<file path="config.mk">
export PLATFORM = sky130hd
export DESIGN_NAME = sar_scan_ctrl
export DESIGN_NICKNAME = d
export VERILOG_FILES = /design/src/rtl/sar_scan_ctrl.sv
export SDC_FILE = /design/constraint.sdc
export NUM_CORES = 1
export LEC_CHECK = 0
export BUFFER_PORTS_ARGS = -buffer_cell sky130_fd_sc_hd__buf_2
export CAP_MARGIN = 20
export CORE_UTILIZATION = 54
export DETAILED_ROUTE_END_ITERATION = 6
export PLACE_DENSITY = 0.81
export RECOVER_POWER = 25
export SYNTH_ARGS = -nofsm -noshare
export SYNTH_HDL_FRONTEND = slang
export SYNTH_SLANG_ARGS = --single-unit
</file>
<file path="constraint.sdc">
create_clock -name clk -period 2.46 [get_ports clk]
set_clock_uncertainty 0.15 [all_clocks]
set_input_delay 0.246 -clock clk [delete_from_list [all_inputs] [get_ports clk]]
set_output_delay 0.246 -clock clk [all_outputs]
set_load 0.03 [all_outputs]
</file>
<file path="src/rtl/sar_scan_ctrl.sv">
module sar_scan_ctrl #(
  parameter int CODE_W   = 9,
  parameter int SITES    = 4,
  parameter int SETTLE_W = 4,
  localparam int SEL_W   = (SITES > 1) ? $clog2(SITES) : 1
) (
  input  logic                clk,
  input  logic                rst_n,
  input  logic                enable,
  input  logic [SETTLE_W-1:0] settle_cycles,
  input  logic                cmp_low,
  output logic [CODE_W-1:0]   dac_code,
  output logic [SEL_W-1:0]    site_sel,
  output logic                res_valid,
  input  logic                res_ready,
  output logic [CODE_W-1:0]   res_code,
  output logic [SEL_W-1:0]    res_site
);

  localparam logic [CODE_W-1:0] MID = {1'b1, {(CODE_W-1){1'b0}}};

  typedef enum logic [1:0] {ST_IDLE, ST_SETTLE, ST_TRIAL, ST_HOLD} state_t;

  state_t              state;
  logic [CODE_W-1:0]   code, mask, kept;
  logic [SETTLE_W-1:0] wait_cnt;
  logic [SEL_W-1:0]    site, site_next;

  assign kept      = cmp_low ? code : (code & ~mask);
  assign site_next = (site == SEL_W'(SITES - 1)) ? '0 : site + SEL_W'(1);

  always_ff @(posedge clk or negedge rst_n) begin
    if (!rst_n) begin
      state    <= ST_IDLE;
      code     <= MID;
      mask     <= MID;
      wait_cnt <= '0;
      site     <= '0;
    end else begin
      case (state)
        ST_IDLE: if (enable) begin
          state    <= ST_SETTLE;
          wait_cnt <= settle_cycles;
          mask     <= MID;
          code     <= MID;
        end
        ST_SETTLE: begin
          if (wait_cnt == '0) state <= ST_TRIAL;
          else                wait_cnt <= wait_cnt - SETTLE_W'(1);
        end
        ST_TRIAL: begin
          mask <= mask >> 1;
          if (mask[0]) begin
            code  <= kept;
            state <= ST_HOLD;
          end else begin
            code <= kept | (mask >> 1);
          end
        end
        ST_HOLD: if (res_ready) begin
          state <= ST_IDLE;
          code  <= MID;
          site  <= site_next;
        end
        default: state <= ST_IDLE;
      endcase
    end
  end

  assign dac_code  = code;
  assign res_code  = code;
  assign site_sel  = site;
  assign res_site  = site;
  assign res_valid = (state == ST_HOLD);

endmodule

</file>
==> results of run 1 <==
[stage by stage]
step                total power (uW)  hold slack (ns)
global placement                1700            0.118
CTS                             1970            0.130
global route                    2140            0.146
detailed placement              1760            0.123
floorplan                       1550           -0.200
finish                          1990            0.125
[where the power goes]
group | leakage, uW | internal, uW | switching, uW
combinational | 0.000458 | 414 | 685
clock | 0.0000210 | 90.5 | 126
sequential | 0.000338 | 552 | 123
total | 0.000817 | 1060 | 934
[kinds of logic (layout without fill, tap and decap cells)]
group | count (synthesis) | in the layout | synth area share, %
buffers and inverters | 26 | 46 | 9.08
muxes | 5 | 5 | 3.65
AOI/OAI and AO/OA | 41 | 41 | 20.3
and+or+nand+nor | 56 | 56 | 18.2
adders and majority gates | 8 | 8 | 6.48
DFF | 26 | 26 | 42.3
[area by class of cell]
| class | count | share of cell area [%] |
|---|---|---|
| Timing Repair Buffer | 35 | 11.0 |
| Tap cell | 31 | 2.29 |
| Sequential cell | 26 | 38.6 |
| Multi-Input combinational cell | 110 | 44.4 |
| Inverter | 7 | 1.55 |
| Clock buffer | 4 | 2.14 |
[cell usage in the layout, fill, tap and decap left out, drive strengths merged, types with 3 or more instances in the layout]
cell type   n
o311ai      3
inv         7
clkbuf      5
nand2b      9
o21ai      12
dfrtp      24
nand3       7
mux2i       3
o31ai       9
ha          8
nand2      28
buf        33
a211o       3
o211ai      7
[sequential cells by signal (all words and copies together), names as in the netlist]
register  flops
state         2
res_site      2
dac_code      9
wait_cnt      4
mask          9
[per-layer routing]
metal	GRT usage (%)	share of wire, %
met2	35.3	48
met4	5.71	0.78
met5	0	0
met1	28.7	46
met3	3.75	5.1
[worst register-to-register path, cell delays in order (launching register included)]
cell      delay (ns)
dfrtp_1         0.43
inv_1           0.11
ha_1            0.26
and2b_1         0.35
or3_1           0.56
o311ai_1        0.34
[final timing paths]
path,endpoint,slack [ns],depth (start not counted)
max,dac_code[7],0.16,5
min reg2reg,mask[8],0.39,2
min,res_site[0],0.13,3
max in group asynchronous,mask[0],0.76,2
max reg2reg,dac_code[7],0.16,5
min in group asynchronous,wait_cnt[2],0.59,2
==> results.txt, run 1 <==
Initial DRT Pass Iterations: 4
Total setup buffers inserted after CTS: 0
CTS Hold Bufs: 1
# IOs: 32
Pins Over Slew Limit: 0
Min Tclk post-route: 2.30 ns
Leakage: 0.000817 uW
Worst Path Buf+Inv: 1
Top-count cell post-synth: nand2_1
Clock sinks: 26
Starting Density: 56.5%
Routed length per instance: 14.4 um
Seq. cell area: 653 sq um
Most frequent cells after synthesis: nand2_1 (28), dfrtp_1 (24), o21ai_0 (12), buf_4 (11)
Post-synthesis sequential area ratio: 42.3%
Initial antenna violation count: 0
Mapped Cells: 162
Hold wc startpoint: res_ready
Fin worst setup slack: 0.155 ns
CP endpoint kind: flop
WP data required: 2.54 ns
Layout Cells excl Fill: 213
Worst-Margin Slew: 1.38 ns
Final Cycle Share: 93.7%
Layout cells sized above 1: 25.3%
Clk Latency, worst-skew pair: 0.32 ns
Mapped Nets: 179
Yosys Warn Count: 0
Min-Delay Path Class: in -> reg
Die W: 55.5 um
Worst Setup SP: state[0]
Number of diodes: 0
Final setup fails: 0
Outcome: finished clean
Crit path max fanout: 13
DIE HEIGHT: 55.5 um
Worst EP arrival: 2.38 ns
Inserted Clock Buffers: 3
EDFF count, synth: 0
Max clock buf depth: 2
CP delay by family, top: simple AND/OR/NAND/NOR gates
Yosys top cell by area: dfrtp_1
Placed insts: 207
Grt ovf: 0
CTS clk-pin slew, worst paths: 0.15 ns
Slew headroom: 8.32%
FMAX: 434 MHz
Overall Global Routing Usage: 21.3%
IO buf count: 31
Footprint of the multi-input gates: 751 sq um
Delay of the slowest critical-path stage: 0.56 ns
VDD IR max: 0.000809 V
Vias in the first global route: 1,162
Final core occ: 61.9%
Core area: 2730 sq um
Vias per Instance: 5.85
Area contributors post-synth: dfrtp_1 (39%), nand2_1 (6.8%), ha_1 (6.5%)
Detailed Route WL: 3070 um
Fillers: 226
Pwr Density: 1180 nW/um^2
Area growth, synth to finish: 9.56%
# DRC: 0
H-Tree Depth: 1
Hold Fails Final Rpt: 0
Vias: 1,246
Final ANT Viol Nets: 0
Synthesized area per cell: 9.53 sq um
GP Congestion: 0.851
Area post-placement: 1640 sq um
Largest net degree at the start of global routing: 27
Prevailing post-synth register cell: dfrtp_1
Post-route cell area: 1690 sq um
Die area: 3080 sq um
CTS root buffer: clkbuf_4
Final #Nets: 200
Row count: 19
Post-Place Worst Slack: 0.139 ns
Slowest CP cell: or3_1
Post-DP HPWL: 2230 um
DR iter-0 viols: 65
CP Launch Type: flop
Post-synthesis cell type count: 35
FFs w/ async S/R, synth: 100%
#FFs+latches synth: 26
Mapped cell area: 1540 sq um
Setup TNS Final: 0 ns
Cts repair resizes: 0
CTS tree: yes
Synth top area share: 38.9%
Kind of critical path: reg -> reg
Max Cap Viol: 0
Unrepaired setup endpoints after global routing: no
Worst R2R Start: state[0]
Cells along the critical path: inv_1 > ha_1 > and2b_1 > or3_1 > o311ai_1
Global-route wire length before repair: 5250 um
No activity file was read; power rests on OpenSTA's default activity.
==> inputs of run 2 (changes only) <==
--- a/config.mk
+++ b/config.mk
@@ -7,9 +7,10 @@
 export LEC_CHECK = 0
 export BUFFER_PORTS_ARGS = -buffer_cell sky130_fd_sc_hd__buf_2
 export CAP_MARGIN = 20
-export CORE_UTILIZATION = 54
+export CORE_UTILIZATION = 30
+export CTS_CLUSTER_SIZE = 20
 export DETAILED_ROUTE_END_ITERATION = 6
-export PLACE_DENSITY = 0.81
+export PLACE_DENSITY = 0.51
 export RECOVER_POWER = 25
 export SYNTH_ARGS = -nofsm -noshare
 export SYNTH_HDL_FRONTEND = slang
==> results.txt, run 2 (synthesis results as in run 1) <==
Delay of the slowest critical-path stage: 0.59 ns (was 0.56 ns)
# IOs: 32 (unchanged)
DIE HEIGHT: 73.7 um (was 55.5 um)
Worst-Margin Slew: 1.46 ns (was 1.38 ns)
Unrepaired setup endpoints after global routing: no (unchanged)
Vias per Instance: 4.87 (was 5.85)
WP data required: 2.48 ns (was 2.54 ns)
Total setup buffers inserted after CTS: 0 (unchanged)
Grt ovf: 0 (unchanged)
CP endpoint kind: flop (unchanged)
# DRC: 0 (unchanged)
Clk Latency, worst-skew pair: 0.28 ns (was 0.32 ns)
Overall Global Routing Usage: 14.4% (was 21.3%)
Number of diodes: 0 (unchanged)
Slowest CP cell: or3_1 (unchanged)
Final ANT Viol Nets: 0 (unchanged)
Cells along the critical path: inv_1 > ha_1 > and2b_1 > or3_1 > o311ai_1 (unchanged)
Top Layer Used: met4 (unchanged)
Worst Setup SP: state[0] (unchanged)
Pins Over Slew Limit: 0 (unchanged)
Area post-placement: 1700 sq um (was 1640 sq um)
Pwr Density: 1190 nW/um^2 (was 1180 nW/um^2)
Leakage: 0.000835 uW (was 0.000817 uW)
Worst Path Buf+Inv: 1 (unchanged)
Row count: 25 (was 19)
Layout cells sized above 1: 26.6% (was 25.3%)
Met3 WL post-DR: 103 um (was 156 um)
Kind of critical path: reg -> reg (unchanged)
Crit path capture: dac_code[6] (was dac_code[7])
Hold Fails Final Rpt: 0 (unchanged)
Crit path max fanout: 13 (unchanged)
Met2 wire len: 1820 um (was 1480 um)
Most frequent cells in the layout: buf_2 (30), nand2_1 (28), dfrtp_1 (24), o21ai_0 (12) (unchanged)
Most common cell after layout, fill and taps aside: buf_2 (unchanged)
Outcome: finished clean (unchanged)
Area growth, synth to finish: 14.8% (was 9.56%)
Core area: 4850 sq um (was 2730 sq um)
Clock sinks: 26 (unchanged)
Inserted Clock Buffers: 3 (unchanged)
Final Cycle Share: 94.7% (was 93.7%)
Worst EP arrival: 2.35 ns (was 2.38 ns)
Setup TNS Final: 0 ns (unchanged)
Final #Nets: 202 (was 200)
Detailed Route WL: 3580 um (was 3070 um)
VDD IR max: 0.000519 V (was 0.000809 V)
FMAX: 429 MHz (was 434 MHz)
H-Tree Depth: 1 (unchanged)
Largest net degree at the start of global routing: 27 (unchanged)
DR iter-0 viols: 41 (was 65)
GP Congestion: 0.729 (was 0.851)
Die area: 5440 sq um (was 3080 sq um)
IO buf count: 31 (unchanged)
Post-DP HPWL: 2570 um (was 2230 um)
Flop-to-flop setup slack: 0.13 ns (was 0.16 ns)
CTS clk-pin slew, worst paths: 0.10 ns (was 0.15 ns)
Met1 Wirelength: 1630 um (was 1410 um)
Max Cap Viol: 0 (unchanged)
Vias: 1,222 (was 1,246)
Initial antenna violation count: 0 (unchanged)
Max clock buf depth: 2 (unchanged)
Final setup fails: 0 (unchanged)
Global-route wire length before repair: 5870 um (was 5250 um)
CP delay by family, top: simple AND/OR/NAND/NOR gates (unchanged)
Initial DRT Pass Iterations: 4 (unchanged)
Routed length per instance: 14.3 um (was 14.4 um)
Die W: 73.7 um (was 55.5 um)
Worst R2R Start: state[0] (unchanged)
Min Tclk post-route: 2.33 ns (was 2.30 ns)
Post-route cell area: 1770 sq um (was 1690 sq um)
R2r worst-path depth: 5 (unchanged)
Vias in the first global route: 1,203 (was 1,162)
CTS tree: yes (unchanged)
Min-Delay Path Class: in -> reg (unchanged)
Starting Density: 31.8% (was 56.5%)
Reg2reg end: dac_code[6] (was dac_code[7])
CTS root buffer: clkbuf_8 (was clkbuf_4)
Levels on crit path: 5 (unchanged)
Slew headroom: 2.35% (was 8.32%)
CP Launch Type: flop (unchanged)
-- run 2: worst min path at each step --
stage	startpoint	endpoint	slack, ns	cells past startpoint
floorplan	rst_n	dac_code[0]	-0.20	0
global placement	rst_n	wait_cnt[0]	0.14	1
detailed placement	rst_n	wait_cnt[3]	0.14	1
CTS	settle_cycles[1]	wait_cnt[1]	0.14	3
global route	settle_cycles[1]	wait_cnt[1]	0.18	3
finish	settle_cycles[1]	wait_cnt[1]	0.14	3
-- run 2: metrics by stage --
step	instances	worst slack (ns)	total power, uW	utilization (%)	hold slack, ns
after global routing	251	0.0125	2250	36.6	0.182
final	251	0.131	2100	36.6	0.140
after detailed placement	245	0.0894	1810	35.0	0.145
after global placement	245	0.147	1770	35.0	0.138
after CTS	250	0.0745	2110	36.4	0.136
after floorplan	162	0.463	1550	-	-0.200
-- run 2: what timing repair did --
action / CTS / global route
endpoints found under the hold margin: 24 / 0
gates resized for setup: 0 / 1
setup endpoints to repair: 0 / 7
hold buffers: 1 / 0
-- run 2: power by group --
part           internal (uW)  switching [uW]
logic                    434             714
registers                552             120
clock network            143             140
total                   1130             974
-- run 2: cell type report --
| type | count | area (sq um) |
|---|---|---|
| Inverter | 7 | 26.3 |
| Clock buffer | 4 | 55.1 |
| Tap cell | 67 | 83.8 |
| Fill cell | 507 | 3080 |
| Sequential cell | 26 | 653 |
| Timing Repair Buffer | 37 | 201 |
| Multi-Input combinational cell | 110 | 753 |
-- run 2: per-layer routing --
layer	track usage (%)	vias up
li1	-	611
met5	0	-
met3	3.57	2
met1	17.5	595
met2	24.8	14
met4	4.49	0
-- run 2: worst register-to-register path, delay by kind of cell, from the launching register on --
kind / cells / cell delay (ns)
AO/OA/AOI/OAI: 1 / 0.33
flip-flops: 1 / 0.41
adder cells (fa/ha/maj): 1 / 0.26
buffers and inverters: 1 / 0.12
AND/OR/NAND/NOR: 2 / 0.97
==> inputs of run 3 (changes only) <==
--- a/config.mk
+++ b/config.mk
@@ -7,10 +7,11 @@
 export LEC_CHECK = 0
 export BUFFER_PORTS_ARGS = -buffer_cell sky130_fd_sc_hd__buf_2
 export CAP_MARGIN = 20
-export CORE_UTILIZATION = 30
+export CORE_MARGIN = 2
+export CORE_UTILIZATION = 54
 export CTS_CLUSTER_SIZE = 20
 export DETAILED_ROUTE_END_ITERATION = 6
-export PLACE_DENSITY = 0.51
+export PLACE_DENSITY = 0.81
 export RECOVER_POWER = 25
 export SYNTH_ARGS = -nofsm -noshare
 export SYNTH_HDL_FRONTEND = slang
==> results.txt, run 3 (synthesis results as in run 1) <==
# DRC: 0 (unchanged)
Worst Path Buf+Inv: 1 (unchanged)
Flop-to-flop setup slack: 0.18 ns (was 0.13 ns)
Setup TNS Final: 0 ns (unchanged)
Global-route wire length before repair: 5400 um (was 5870 um)
Slowest CP cell: or3_1 (unchanged)
Layout cells sized above 1: 24.7% (was 26.6%)
Detailed Route WL: 3190 um (was 3580 um)
Clk Latency, worst-skew pair: 0.32 ns (was 0.28 ns)
Final setup fails: 0 (unchanged)
CTS Hold Bufs: 1 (unchanged)
CP endpoint kind: flop (unchanged)
DR iter-0 viols: 38 (was 41)
Worst Setup SP: state[0] (unchanged)
# IOs: 32 (unchanged)
Worst R2R Start: state[0] (unchanged)
R2r worst-path depth: 5 (unchanged)
Vias per Instance: 5.89 (was 4.87)
Slew headroom: 8.73% (was 2.35%)
Clock sinks: 26 (unchanged)
VDD IR max: 0.00101 V (was 0.000519 V)
FMAX: 438 MHz (was 429 MHz)
Max Cap Viol: 0 (unchanged)
Layout Cells excl Fill: 213 (was 251)
CTS tree: yes (unchanged)
CP Launch Type: flop (unchanged)
Final Power: 1960 uW (was 2100 uW)
Initial antenna violation count: 0 (unchanged)
Row count: 19 (was 25)
Unrepaired setup endpoints after global routing: no (unchanged)
Outcome: finished clean (unchanged)
Delay of the slowest critical-path stage: 0.56 ns (was 0.59 ns)
Die area: 3300 sq um (was 5440 sq um)
Number of diodes: 0 (unchanged)
CTS clk-pin slew, worst paths: 0.12 ns (was 0.10 ns)
CP delay by family, top: simple AND/OR/NAND/NOR gates (unchanged)
Hold Fails Final Rpt: 0 (unchanged)
Pins Over Slew Limit: 0 (unchanged)
Reg2reg end: dac_code[7] (was dac_code[6])
Area post-placement: 1640 sq um (was 1700 sq um)
Leakage: 0.000811 uW (was 0.000835 uW)
Min Tclk post-route: 2.28 ns (was 2.33 ns)
Core area: 2730 sq um (was 4850 sq um)
Most common cell after layout, fill and taps aside: buf_2 (unchanged)
Final ANT Viol Nets: 0 (unchanged)
WP data required: 2.53 ns (was 2.48 ns)
Cts repair resizes: 0 (unchanged)
GP Congestion: 0.845 (was 0.729)
Post-DP HPWL: 2330 um (was 2570 um)
Min-Delay Path Class: in -> reg (unchanged)
Area growth, synth to finish: 8.91% (was 14.8%)
Inserted Clock Buffers: 3 (unchanged)
Levels on crit path: 5 (unchanged)
Die W: 57.5 um (was 73.7 um)
IO buf count: 31 (unchanged)
Hold_ws: 0.127 ns (was 0.140 ns)
Grt ovf: 0 (unchanged)
H-Tree Depth: 1 (unchanged)
Crit path capture: dac_code[7] (was dac_code[6])
Post-route cell area: 1680 sq um (was 1770 sq um)
Largest net degree at the start of global routing: 27 (unchanged)
Starting Density: 56.5% (was 31.8%)
Vias: 1,255 (was 1,222)
Routed length per instance: 15.0 um (was 14.3 um)
Max clock buf depth: 2 (unchanged)
Final Cycle Share: 92.9% (was 94.7%)
Crit path max fanout: 13 (unchanged)
CTS root buffer: clkbuf_4 (was clkbuf_8)
Worst EP arrival: 2.35 ns (about the same)
Most frequent cells in the layout: buf_2 (30), nand2_1 (28), dfrtp_1 (24), o21ai_0 (12) (unchanged)
Total setup buffers inserted after CTS: 0 (unchanged)
Pwr Density: 1170 nW/um^2 (was 1190 nW/um^2)
Worst-Margin Slew: 1.37 ns (was 1.46 ns)
Overall Global Routing Usage: 20.9% (was 14.4%)
Initial DRT Pass Iterations: 4 (unchanged)
Vias in the first global route: 1,216 (was 1,203)
DIE HEIGHT: 57.5 um (was 73.7 um)
Cells along the critical path: inv_1 > ha_1 > and2b_1 > or3_1 > o311ai_1 (unchanged)
Kind of critical path: reg -> reg (unchanged)
Placed insts: 207 (was 245)
Final #Nets: 200 (was 202)
run 3: worst min-delay path by stage:
| stage | slack, ns | endpoint | from | cells after the start |
|---|---|---|---|---|
| final | 0.13 | res_site[0] | res_ready | 3 |
| after global routing | 0.14 | res_site[0] | res_ready | 3 |
| after CTS | 0.13 | res_site[0] | res_ready | 3 |
| after detailed placement | 0.12 | wait_cnt[2] | rst_n | 1 |
| after global placement | 0.12 | wait_cnt[3] | rst_n | 1 |
| after floorplan | -0.20 | dac_code[0] | rst_n | 0 |
run 3: power breakdown:
| group | switching [uW] | internal (uW) |
|---|---|---|
| registers | 128 | 552 |
| logic | 685 | 414 |
| clock network | 117 | 63.5 |
| total | 931 | 1030 |
run 3: layer usage:
metal / share of wire (%) / wire length [um] / global-route usage [%] / up-vias
li1: - / - / - / 604
met1: 46 / 1480 / 27.7 / 603
met2: 48 / 1530 / 34.7 / 42
met3: 4.4 / 139 / 2.49 / 6
met4: 1.3 / 40 / 8.64 / 0
met5: 0 / 0 / 0 / -
run 3: per-stage QoR:
stage,util [%],setup slack [ns]
final,61.5,0.176
after global routing,61.5,0.0269
after CTS,61.3,0.133
after detailed placement,60.0,0.159
after global placement,60.0,0.297
after floorplan,-,0.463
run 3: worst reg2reg max path: cells and delay by family (launching register included):
family          cells  cell delay [ns]
simple gates        2             0.91
flops               1             0.42
compound gates      1             0.33
fa+ha+maj           1             0.26
buf+inv             1             0.11
run 3: final cells by class:
class	instances	area, sq um
Tap cell	31	38.8
Timing Repair Buffer	35	186
Inverter	7	26.3
Clock buffer	4	26.3
Sequential cell	26	653
Fill cell	232	1050
Multi-Input combinational cell	110	751
